<file path="src/rtl/tiv_pkg.sv">
package tiv_pkg;
   // Source indices; the order matters for the bus bit map.
   localparam int unsigned NSRC    = 4;
   localparam int unsigned SRC_CH0 = 0;
   localparam int unsigned SRC_CH1 = 1;
   localparam int unsigned SRC_CH2 = 2;
   localparam int unsigned SRC_OVF = 3;

   localparam int unsigned CODE_W  = 4;

   typedef enum logic [CODE_W-1:0] {
      VEC_NONE = 4'd0,
      VEC_CH1  = 4'd2,
      VEC_CH2  = 4'd4,
      VEC_OVF  = 4'd10
   } vec_code_e;

   typedef logic [NSRC-1:0] src_vec_t;
endpackage

</file>
<file path="src/rtl/tiv_flag_bank.sv">
module tiv_flag_bank
   import tiv_pkg::*;
#(
   parameter int unsigned N = NSRC
) (
   input  logic         clk,
   input  logic         rst,
   input  logic [N-1:0] set_i,
   input  logic [N-1:0] clr_i,
   output logic [N-1:0] flags_o
);
   initial begin
      if (N < 1) $error("tiv_flag_bank: N must be at least 1");
   end

   for (genvar i = 0; i < N; i++) begin : g_flag
      always_ff @(posedge clk) begin
         if (rst)           flags_o[i] <= 1'b0;
         else if (set_i[i]) flags_o[i] <= 1'b1;   // set wins over clear
         else if (clr_i[i]) flags_o[i] <= 1'b0;
      end

      p_set_wins_r9 : assert property (@(posedge clk) disable iff (rst)
         set_i[i] |=> flags_o[i])
         else $error("R9: set pulse lost on flag %0d", i);
   end
endmodule

</file>
<file path="src/rtl/tiv_vec_encode.sv">
module tiv_vec_encode
   import tiv_pkg::*;
(
   input  logic [NSRC-1:0] pend_i,   // flags masked by enables
   output vec_code_e       code_o,
   output logic [NSRC-1:0] hit_o     // one-hot flag to clear
);
   always_comb begin
      code_o = VEC_NONE;
      hit_o  = '0;
      // Lowest priority first so that the higher ones overwrite it.
      if (pend_i[SRC_OVF]) begin
         code_o = VEC_OVF;
         hit_o  = src_vec_t'(1) << SRC_OVF;
      end
      if (pend_i[SRC_CH2]) begin
         code_o = VEC_CH2;
         hit_o  = src_vec_t'(1) << SRC_CH2;
      end
      if (pend_i[SRC_CH1]) begin
         code_o = VEC_CH1;
         hit_o  = src_vec_t'(1) << SRC_CH1;
      end
   end
endmodule

</file>
<file path="src/rtl/tmr_irq_vec.sv">
module tmr_irq_vec
   import tiv_pkg::*;
#(
   parameter int unsigned DW       = 16,
   parameter int unsigned AW       = 2,
   parameter int unsigned ADDR_VEC = 0,
   parameter int unsigned ADDR_CLR = 1,
   parameter int unsigned ADDR_SET = 2
) (
   input  logic          clk,
   input  logic          rst,
   input  logic [3:0]    src_set,
   input  logic [3:0]    src_en,
   input  logic          irq0_ack,
   input  logic          bus_sel,
   input  logic          bus_rd,
   input  logic          bus_wr,
   input  logic [AW-1:0] bus_addr,
   input  logic [DW-1:0] bus_wdata,
   output logic [DW-1:0] bus_rdata,
   output logic          irq_ch0,
   output logic          irq_shared
);
   localparam logic [AW-1:0] A_VEC = AW'(ADDR_VEC);
   localparam logic [AW-1:0] A_CLR = AW'(ADDR_CLR);
   localparam logic [AW-1:0] A_SET = AW'(ADDR_SET);
   localparam src_vec_t SHARED_MASK = src_vec_t'(~(1 << SRC_CH0));

   if (DW < 8) begin : g_bad_dw
      initial $error("tmr_irq_vec: DW must be at least 8");
   end
   if (ADDR_VEC == ADDR_CLR || ADDR_VEC == ADDR_SET || ADDR_CLR == ADDR_SET) begin : g_bad_addr
      initial $error("tmr_irq_vec: register addresses must differ");
   end
   if ((1 << AW) <= ADDR_SET || (1 << AW) <= ADDR_CLR || (1 << AW) <= ADDR_VEC) begin : g_bad_aw
      initial $error("tmr_irq_vec: AW too narrow for the address map");
   end

   logic      vec_rd;
   src_vec_t  clr_w, set_w, rd_clr, ack_clr;
   src_vec_t  set_all, clr_all;
   src_vec_t  flags, pend, hit;
   vec_code_e code;
   logic      unused_wbits;

   assign vec_rd  = bus_sel && bus_rd && (bus_addr == A_VEC);
   assign clr_w   = (bus_sel && bus_wr && bus_addr == A_CLR) ? bus_wdata[NSRC-1:0] : '0;
   assign set_w   = (bus_sel && bus_wr && bus_addr == A_SET) ? bus_wdata[NSRC-1:0] : '0;
   assign rd_clr  = vec_rd ? hit : '0;
   assign ack_clr = irq0_ack ? (src_vec_t'(1) << SRC_CH0) : '0;
   assign set_all = src_set | set_w;
   assign clr_all = clr_w | rd_clr | ack_clr;
   assign unused_wbits = ^bus_wdata[DW-1:NSRC];

   tiv_flag_bank #(.N(NSRC)) u_flags (
      .clk     (clk),
      .rst     (rst),
      .set_i   (set_all),
      .clr_i   (clr_all),
      .flags_o (flags)
   );

   assign pend = flags & src_en & SHARED_MASK;

   tiv_vec_encode u_enc (
      .pend_i (pend),
      .code_o (code),
      .hit_o  (hit)
   );

   // Code and clear come from the same flag snapshot in the same cycle.
   always_ff @(posedge clk) begin
      if (rst)         bus_rdata <= '0;
      else if (vec_rd) bus_rdata <= DW'(code);
      else             bus_rdata <= '0;
   end

   assign irq_ch0    = flags[SRC_CH0] & src_en[SRC_CH0];
   assign irq_shared = |pend;

   // Assertions
   p_code_legal_r2 : assert property (@(posedge clk) disable iff (rst)
      bus_rdata == DW'(0) || bus_rdata == DW'(2) || bus_rdata == DW'(4) || bus_rdata == DW'(10))
      else $error("R2: illegal vector code");

   p_hit_onehot_r3 : assert property (@(posedge clk) disable iff (rst)
      $onehot0(hit))
      else $error("R3: more than one source selected");

   for (genvar i = 1; i < NSRC; i++) begin : g_clr_chk
      p_clear_match_r4 : assert property (@(posedge clk) disable iff (rst)
         (vec_rd && hit[i] && !set_all[i]) |=> !flags[i])
         else $error("R4: reported flag %0d not cleared", i);
   end

   p_ch0_untouched_r7 : assert property (@(posedge clk) disable iff (rst)
      (vec_rd && flags[SRC_CH0] && !irq0_ack && !clr_w[SRC_CH0]) |=> flags[SRC_CH0])
      else $error("R7: vector read disturbed channel 0");

   p_ack_clear_r8 : assert property (@(posedge clk) disable iff (rst)
      (irq0_ack && !set_all[SRC_CH0]) |=> !flags[SRC_CH0])
      else $error("R8: acknowledge did not clear channel 0");
endmodule

</file>
<file path="config.mk">
export PLATFORM = sky130hd
export DESIGN_NAME = tmr_irq_vec
export DESIGN_NICKNAME = d
export VERILOG_FILES = /design/src/rtl/tiv_pkg.sv /design/src/rtl/tiv_flag_bank.sv /design/src/rtl/tiv_vec_encode.sv /design/src/rtl/tmr_irq_vec.sv
export SDC_FILE = /design/constraint.sdc
export NUM_CORES = 1
export LEC_CHECK = 0
export BUFFER_PORTS_ARGS = -buffer_cell sky130_fd_sc_hd__buf_4
export CAP_MARGIN = 15
export CORE_UTILIZATION = 33
export DETAILED_ROUTE_END_ITERATION = 10
export GPL_ROUTABILITY_DRIVEN = 0
export PLACE_DENSITY = 0.77
export RECOVER_POWER = 25
export SYNTH_ARGS = -nofsm -noshare
export SYNTH_HDL_FRONTEND = slang
export SYNTH_SLANG_ARGS = --single-unit
</file>
<file path="constraint.sdc">
create_clock -name clk -period 1.5 [get_ports clk]
set_clock_uncertainty 0.2 [all_clocks]
set_input_delay 0.15 -clock clk [delete_from_list [all_inputs] [get_ports clk]]
set_output_delay 0.15 -clock clk [all_outputs]
set_load 0.02 [all_outputs]
</file>
==> After elaboration in Yosys (flattened, before gate mapping) <==
Index checks and enable logic that the tools add are counted.
{ "totals": {"register_bits": 20} }
{ "classes": {"eq_ne": 2, "bitwise": 6, "reduce_logical": 14, "mux": 18} }
{ "op_table": {"columns": ["cell", "count"], "rows": [
  ["$mux 4", 7],
  ["$mux 1", 9],
  ["$or 4x4->4", 2],
  ["$reduce_bool 2->1", 4],
  ["$reduce_or 3->1", 2],
  ["$logic_and 1x1->1", 5],
  ["$and 4x4->4", 1],
  ["$or 4x1->4", 1],
  ["$reduce_or 4->1", 1],
  ["$mux 3", 1],
  ["$eq 2x1->1 const B", 1],
  ["$eq 2x2->1 const B", 1],
  ["$logic_not 2->1", 1],
  ["$mux 2", 1],
  ["$reduce_or 2->1", 1],
  ["$and 1x1->1", 1],
  ["$not 1->1", 1]
]} }

==> Depth between registers and ports, before layout <==
Gate-level depths: netlist (run 1).
{ "logic_depth": {"depth_word": 9, "depth_mapped": 3} }

==> Modules after synthesis <==
Synthesis (run 1) repeated with hierarchy kept, for this count alone.
{ "hier_totals": {"cells_unflattened": 65, "hier_area_um2": 568.0} }
{ "by_module_without_submodules": {"columns": ["mod", "instances", "cells_each", "area_per_inst_um2"], "rows": [
  ["tmr_irq_vec", 1, 39, 356.6],
  ["tiv_flag_bank", 1, 16, 140.1],
  ["tiv_vec_encode", 1, 10, 71.3]
]} }

==> Worst setup path before layout (run 1) <==
OpenSTA, ideal clock, no wires.
{ "synth_path": {"kind": "reg2reg", "from": "register u_flags.flags_o[1]", "to": "register u_flags.flags_o[2]", "arrival_ps": 757, "setup_ps": 128, "t_required_ps": 1172, "setup_slack_ps": 414, "stages_incl_launch_ff": 4, "n_path_buf": 0, "path_cell_list": "dfxtp_1 and2_1 o31ai_1 o22ai_1"} }
{ "synth_via": {"elab_chain_cells": 6} }
{ "synth_lines": {"columns": ["item", "line_no", "rtl"], "rows": [
  ["from (decl)", "tiv_flag_bank.sv:10", "output logic [N-1:0] flags_o"],
  ["from (signal, indexed assignment)", "tiv_flag_bank.sv:18", "if (rst) flags_o[i] <= 1'b0;"],
  ["from (signal, indexed assignment)", "tiv_flag_bank.sv:19", "else if (set_i[i]) flags_o[i] <= 1'b1;"],
  ["from (signal, indexed assignment)", "tiv_flag_bank.sv:20", "else if (clr_i[i]) flags_o[i] <= 1'b0;"],
  ["$and 4x4->4", "tmr_irq_vec.sv:63", "assign pend = flags & src_en & SHARED_MASK;"],
  ["$mux 4", "tiv_vec_encode.sv:20", "if (pend_i[SRC_CH1]) begin"],
  ["$mux 4", "tmr_irq_vec.sv:49", "assign rd_clr = vec_rd ? hit : '0;"],
  ["$or 4x4->4", "tmr_irq_vec.sv:52", "assign clr_all = clr_w | rd_clr | ack_clr;"],
  ["$or 4x1->4", "tmr_irq_vec.sv:52", null],
  ["$reduce_bool 2->1 (no source line)", null, null]
]} }
Every way passes these cells.
A chain may end at the register's enable or synchronous reset.

==> Worst setup path after layout (run 1) <==
{ "layout_path": {"from": "register u_flags.flags_o[2]", "to": "output port irq_shared"} }
{ "layout_via": {"elab_chain_cells": 2} }
{ "layout_lines": {"columns": ["item", "line_no", "rtl"], "rows": [
  ["$and 4x4->4", "tmr_irq_vec.sv:63", null],
  ["$reduce_or 3->1", "tmr_irq_vec.sv:79", "assign irq_shared = |pend;"],
  ["to (decl)", "tmr_irq_vec.sv:22", "output logic irq_shared"]
]} }
Every way passes these cells.

==> results of run 1 <==
registers in the layout, summed over array words and instances, names as in the netlist:
| register | flops |
|---|---|
| bus_rdata | 3 |
| u_flags.flags_o | 4 |
cells in the mapped netlist, drive strengths merged:
cell,number,area (µm²)
or2,1,8.76
nand3,1,5.00
buf,14,103
o21ai,1,5.00
a21o,2,15.0
and2,2,12.5
a211o,2,17.5
nand4bb,1,11.3
dfxtp,7,140
o31ai,1,7.51
and4bb,1,12.5
nor3,2,20.0
nor2,1,3.75
inv,3,11.3
and4b,2,25.0
conb,1,3.75
o22ai,3,18.8
a21oi,5,25.0
a31oi,1,6.26
nand2,4,15.0
metal layers:
| metal | global-route usage | up-vias | wire length (µm) | part of all wire |
|---|---|---|---|---|
| li1 | - | 245 | - | - |
| met1 | 0.137 | 211 | 423 | 0.38 |
| met2 | 0.311 | 23 | 598 | 0.53 |
| met3 | 0.0511 | 2 | 85 | 0.076 |
| met4 | 0.0862 | 0 | 12 | 0.011 |
| met5 | 0 | - | 0 | 0 |
worst min-delay path, stage by stage:
cell	delay, ns
buf_4	0.11
nand2_1	0.10
nor3_2	0.05
area by class of cell:
class,instances,area share
Inverter,3,0.0154
Clock buffer,4,0.0358
Sequential cell,7,0.191
Tap cell,15,0.0256
Timing Repair Buffer,35,0.381
Multi-Input combinational cell,43,0.352
report_power, final:
part	internal, mW	total (mW)	switching [mW]
registers	0.197	0.203	0.00556
logic	0.0781	0.158	0.0797
clock network	0.101	0.162	0.0613
total	0.376	0.523	0.147
worst max path at each step:
stage	cells past startpoint	to	startpoint
finish	3	irq_shared	u_flags.flags_o[2]$_SDFFE_PP0P_
global route	3	irq_shared	u_flags.flags_o[2]$_SDFFE_PP0P_
CTS	3	irq_shared	u_flags.flags_o[2]$_SDFFE_PP0P_
detailed placement	4	u_flags.flags_o[2]$_SDFFE_PP0P_	bus_addr[0]
global placement	4	bus_rdata[3]$_SDFF_PP0_	bus_addr[0]
floorplan	3	u_flags.flags_o[2]$_SDFFE_PP0P_	u_flags.flags_o[1]$_SDFFE_PP0P_
logic make-up (layout without fill, tap and decap cells):
family / after synthesis / in the layout / share of synthesized area
AOI/OAI and AO/OA: 15 / 15 / 0.204
buffers and inverters: 17 / 42 / 0.244
DFF: 7 / 7 / 0.300
other: 1 / 13 / 0.00804
and+or+nand+nor: 15 / 15 / 0.244
cell usage in the layout (no fill, tap or decap), drive strengths merged:
| master | n |
|---|---|
| o22ai | 3 |
| nand3 | 1 |
| o31ai | 1 |
| a21o | 2 |
| or2 | 1 |
| a31oi | 1 |
| dlygate4sd3 | 11 |
| nand2 | 4 |
| and4b | 2 |
| and4bb | 1 |
| a211o | 2 |
| buf | 21 |
| nor3 | 2 |
| inv | 3 |
| clkbuf | 7 |
| nor2 | 1 |
| and2 | 2 |
| conb | 13 |
| dfxtp | 7 |
| o21ai | 1 |
| a21oi | 5 |
| nand4bb | 1 |
metrics by stage:
step | utilization | cell area (µm²) | total power [mW]
6_report | 0.563 | 733 | 0.523
5_1_grt | 0.563 | 733 | 0.556
4_1_cts | 0.572 | 744 | 0.525
3_5_place_dp | 0.467 | 608 | 0.339
3_3_place_gp | 0.467 | 608 | 0.336
2_1_floorplan | - | 512 | 0.308
==> results.md, run 1 <==
* CTS Sinks at 7
* Port bufs at 24
* Synth Area per Inst at 8.49 µm²
* Crit path largest cell delay at 0.30 ns
* Die Y at 39.6 µm
* Die Footprint at 1570 µm²
* Routed WL at 1.12 mm
* Hold path endpoint: bus_rdata[3]$_SDFF_PP0_
* WHS Path Cells at 3
* CP Cell Sequence: nand2_1 -> nand3_1 -> buf_4
* Worst path arrival time at 1.00 ns
* Dpl ws at 0.268 ns
* Vias per inst at 4.50
* Distinct cells, synth at 22
* Fin nets at 125
* Layout cells sized above 1 at 0.315
* Area growth, synth to finish at 57.1%
* Die Wd at 39.6 µm
* Final hold viol count at 0
* DRT Pass-1 Iters at 1
* CTS resizes at 0
* Post-route ant nets at 0
* Wire per inst at 10.5 µm
* H-tree depth at 1
* R2R Setup Slk at 0.31 ns
* Unrepaired setup endpoints after global routing: no
* Postcts setup bufs at 0
* CP bufs+invs at 1
* Worst Setup End Kind: primary output
* Clk_lat worst skew at 0.24 ns
* Lkg Pwr at 0.359 nW
* Max FO, Critical Path at 6
* TritonCTS Buffers at 3
* Max frequency at 743 MHz
* Crit path kind: flop to primary output
* CTS Buffer Depth at 2
* Hold Startpoint: src_en[3]
* Final WS setup at 0.154 ns
* CTS tree: done
* Req. time, crit path at 1.15 ns
* Fillers at 129
* Slew Limit Fails at 0
* Mapped Area at 467 µm²
* Final min period at 1.35 ns
* FP Rows at 13
* YS warnings at 0
* Vias in the first global route at 426
* Vias at 481
* Slowest stage cell, crit path: dfxtp_1
* Worst vdd ir at 0.283 mV
* Maxcap violations at 0
* Clk slew on worst S/H paths at 0.05 ns
* I/O pins at 50
* Worst r2r src: u_flags.flags_o[2]$_SDFFE_PP0P_
* Starting Density at 0.359
* Critical Path Start Type: flop
* Antenna violations before repair at 0
* Seq. cell area at 140 µm²
* Hold WS at 0.0270 ns
* Hold buffers post-CTS at 11
* Drt initial violations at 0
* Multi-input logic area at 258 µm²
* Post-Syn Instances at 55
* Global-route wire length before repair at 1.58 mm
* Largest net degree at the start of global routing at 9
* GRT Util Overall at 0.159
* Setup tns final at 0 ns
* Final setup violation count at 0
* Pwr Density at 713 nW/µm²
* CTS Root Cell: clkbuf_4
* Reg2Reg Capture Point: u_flags.flags_o[2]$_SDFFE_PP0P_
* Synthesized flop and latch total at 7
* Post-route DRC violation count at 0
* Core ar. at 1300 µm²
* Class of the worst hold path: primary input to flop
* Post-route clock period utilization at 0.897
* Sequential area share after synthesis at 0.300
* Outcome: complete, no violations
* CP top delay family: flip-flops
* Antenna cells at 0
* GRT Residual Overflow at 0
* Cells after DPL at 92
* Post-DP HPWL at 740 µm
* Reg2Reg Depth at 3
* Finished Layout Cells at 107
No activity file was read; power rests on OpenSTA's default activity.
==> run 2, diff against run 1 <==
--- a/config.mk
+++ b/config.mk
@@ -7,10 +7,10 @@
 export LEC_CHECK = 0
 export BUFFER_PORTS_ARGS = -buffer_cell sky130_fd_sc_hd__buf_4
 export CAP_MARGIN = 15
-export CORE_UTILIZATION = 33
+export CORE_UTILIZATION = 35
 export DETAILED_ROUTE_END_ITERATION = 10
 export GPL_ROUTABILITY_DRIVEN = 0
-export PLACE_DENSITY = 0.77
+export PLACE_DENSITY = 0.81
 export RECOVER_POWER = 25
 export SYNTH_ARGS = -nofsm -noshare
 export SYNTH_HDL_FRONTEND = slang
==> constraint.sdc (replaced) <==
create_clock -name clk -period 1.7 [get_ports clk]
set_clock_uncertainty 0.2 [all_clocks]
set_input_delay 0.17 -clock clk [delete_from_list [all_inputs] [get_ports clk]]
set_output_delay 0.17 -clock clk [all_outputs]
set_load 0.02 [all_outputs]
==> run 2 against run 1 <==
Effect of this change: the run now ends with hold timing left; first-iteration DRC count grew 13; clock power down 7%; sequential power is 12% lower; via count is 8.5% lower; worst hold slack worse by 0.028 ns; wire length is 15% lower; critical path depth increased by 2; core utilization is 0.68 points lower; critical path type is now primary input to primary output; largest cell class is now multi-input gates; largest power group unchanged; highest routed layer is now met3.
==> results.md, run 2 (synthesis results as in run 1) <==
* Outcome: complete, but fails checks
* Failing checks: hold timing
* Clk_lat worst skew at 0.25 ns (about the same)
* CTS tree: done
* Antenna cells at 0 (unchanged)
* Lkg Pwr at 0.326 nW (-9.0%)
* Starting Density at 0.399 (+0.0399)
* Critical path origin: src_en[3]
* Die Wd at 38.5 µm (-2.8%)
* CTS Sinks at 7 (unchanged)
* Vias per inst at 4.49 (-0.12%)
* FP Rows at 12 (-1)
* GRT Residual Overflow at 0 (unchanged)
* R2R Setup Slk at 0.21 ns (-0.10 ns)
* Fin nets at 117 (-6.4%)
* Multi-input logic area at 258 µm² (unchanged)
* Req. time, crit path at 1.33 ns (+0.18 ns)
* Pwr Density at 693 nW/µm² (-2.7%)
* Slew Limit Fails at 0 (unchanged)
* CTS Buffer Depth at 2 (unchanged)
* Largest register FFs at 4 (unchanged)
* Worst Setup End Kind: primary output
* Cell Area, Placed at 607 µm² (-0.21%)
* Max FO, Critical Path at 3 (-3)
* Drt initial violations at 13 (+13)
* Critical Path Start Type: primary input
* Reg2Reg Depth at 4 (+1)
* Largest registers: u_flags.flags_o: 4 flops, bus_rdata: 3 flops
* GRT met2 Usage at 0.225 (-0.0865)
* Worst r2r src: u_flags.flags_o[0]$_SDFFE_PP0P_
* WHS Path Cells at 3 (unchanged)
* Die Y at 38.5 µm (-2.8%)
* Max frequency at 639 MHz
* Crit path kind: primary input to primary output
* Final Instance Area at 652 µm² (-11%)
* Postcts setup bufs at 0 (unchanged)
* Area growth, synth to finish at 39.7%
* Final hold viol count at 2 (+2)
* TritonCTS Buffers at 3 (unchanged)
* Switching pwr at 132 µW (-10%)
* Hold buffers post-CTS at 3 (-8)
* Clk slew on worst S/H paths at 0.05 ns (about the same)
* Hold Startpoint: bus_wdata[1]
* Layout cells sized above 1 at 0.345 (+0.0300)
* Post-route DRC violation count at 0 (unchanged)
* Class of the worst hold path: primary input to flop
* Biggest register: u_flags.flags_o
* Routed WL at 949 µm (-15%)
* I/O pins at 50 (unchanged)
* Antenna violations before repair at 0 (unchanged)
* Die Footprint at 1480 µm² (-5.4%)
* Setup tns final at 0 ns (unchanged)
* Port bufs at 24 (unchanged)
* Post-DP HPWL at 762 µm (+3.0%)
* Global route hottest layer: met2
* Final min period at 1.57 ns
* Worst path arrival time at 1.20 ns (+0.20 ns)
* Clock network power share at 0.335 (+0.025)
* Global-route wire length before repair at 1.33 mm (-16%)
* Commonest cells after routing, fill and taps aside: buf_4, conb_1, dfxtp_1, a21oi_1
* CTS Root Cell: clkbuf_4
* GR Layer Usage met1 at 0.142 (+0.00533)
* GRT Util Overall at 0.136 (-0.0229)
* Final setup violation count at 0 (unchanged)
* Post-route clock period utilization at 0.921
* Fillers at 112 (-13%)
* Unrepaired setup endpoints after global routing: no
* Sequential Power Share at 0.396 (+0.008)
* DRT Pass-1 Iters at 4 (+3)
* Switching share of power at 0.291 (+0.0105)
* Grt met3 use at 0.0581 (+0.00700)
* Hold WS at -0.000994 ns (-0.0280 ns)
* H-tree depth at 1 (unchanged)
* Worst vdd ir at 0.326 mV (+15%)
* Post-route ant nets at 0 (unchanged)
* Core ar. at 1170 µm² (-10%)
* Vias in the first global route at 360 (-15%)
* Maxcap violations at 0 (unchanged)
* Combinational group share of total power at 0.269 (-0.033)
* Largest net degree at the start of global routing at 9 (unchanged)
* Vias at 440 (-8.5%)
* Seq. cell area at 140 µm² (unchanged)
* Wire per inst at 9.68 µm (-7.5%)
* Commonest non-fill, non-tap cell in the layout: buf_4
* CTS resizes at 0 (unchanged)
* Int Power at 321 µW (-15%)
## run 2: power groups by stage
stage	sequential (mW)	combinational (mW)	clock (mW)
global route	0.180	0.132	0.167
finish	0.179	0.122	0.151
detailed placement	0.182	0.116	0
global placement	0.182	0.114	0
CTS	0.179	0.122	0.152
floorplan	0.181	0.0906	0
## run 2: layout make-up
type	instances	share of cell area
multi-input cells	43	0.395
flip-flops and latches	7	0.215
repair buffers	27	0.305
clock buffers	4	0.0403
inverters	3	0.0173
well taps	14	0.0269
## run 2: stage by stage
stage          total power, mW  cells   util  worst slack, ns
2_1_floorplan            0.272     67      -            0.614
3_3_place_gp             0.296     91  0.518            0.433
3_5_place_dp             0.298     91  0.518            0.380
4_1_cts                  0.453     98  0.566            0.127
5_1_grt                  0.479     98  0.557            0.106
6_report                 0.452     98  0.557            0.135
## run 2: per-layer routing
metal	vias up	part of all wire
met5	-	0
met1	190	0.42
met2	25	0.48
met4	0	0
met3	0	0.10
li1	225	-
## run 2: worst max-delay path, stage by stage
cell and delay (ns):
dlygate4sd3_1 0.53, buf_4 0.14, nand2_1 0.10, nand3_1 0.09, buf_4 0.17
## run 2: path summary, 6_finish.rpt
kind / end
worst min register to register: u_flags.flags_o[1]$_SDFFE_PP0P_
worst max register to register: u_flags.flags_o[0]$_SDFFE_PP0P_
worst min-delay path: u_flags.flags_o[1]$_SDFFE_PP0P_
worst max-delay path: irq_shared
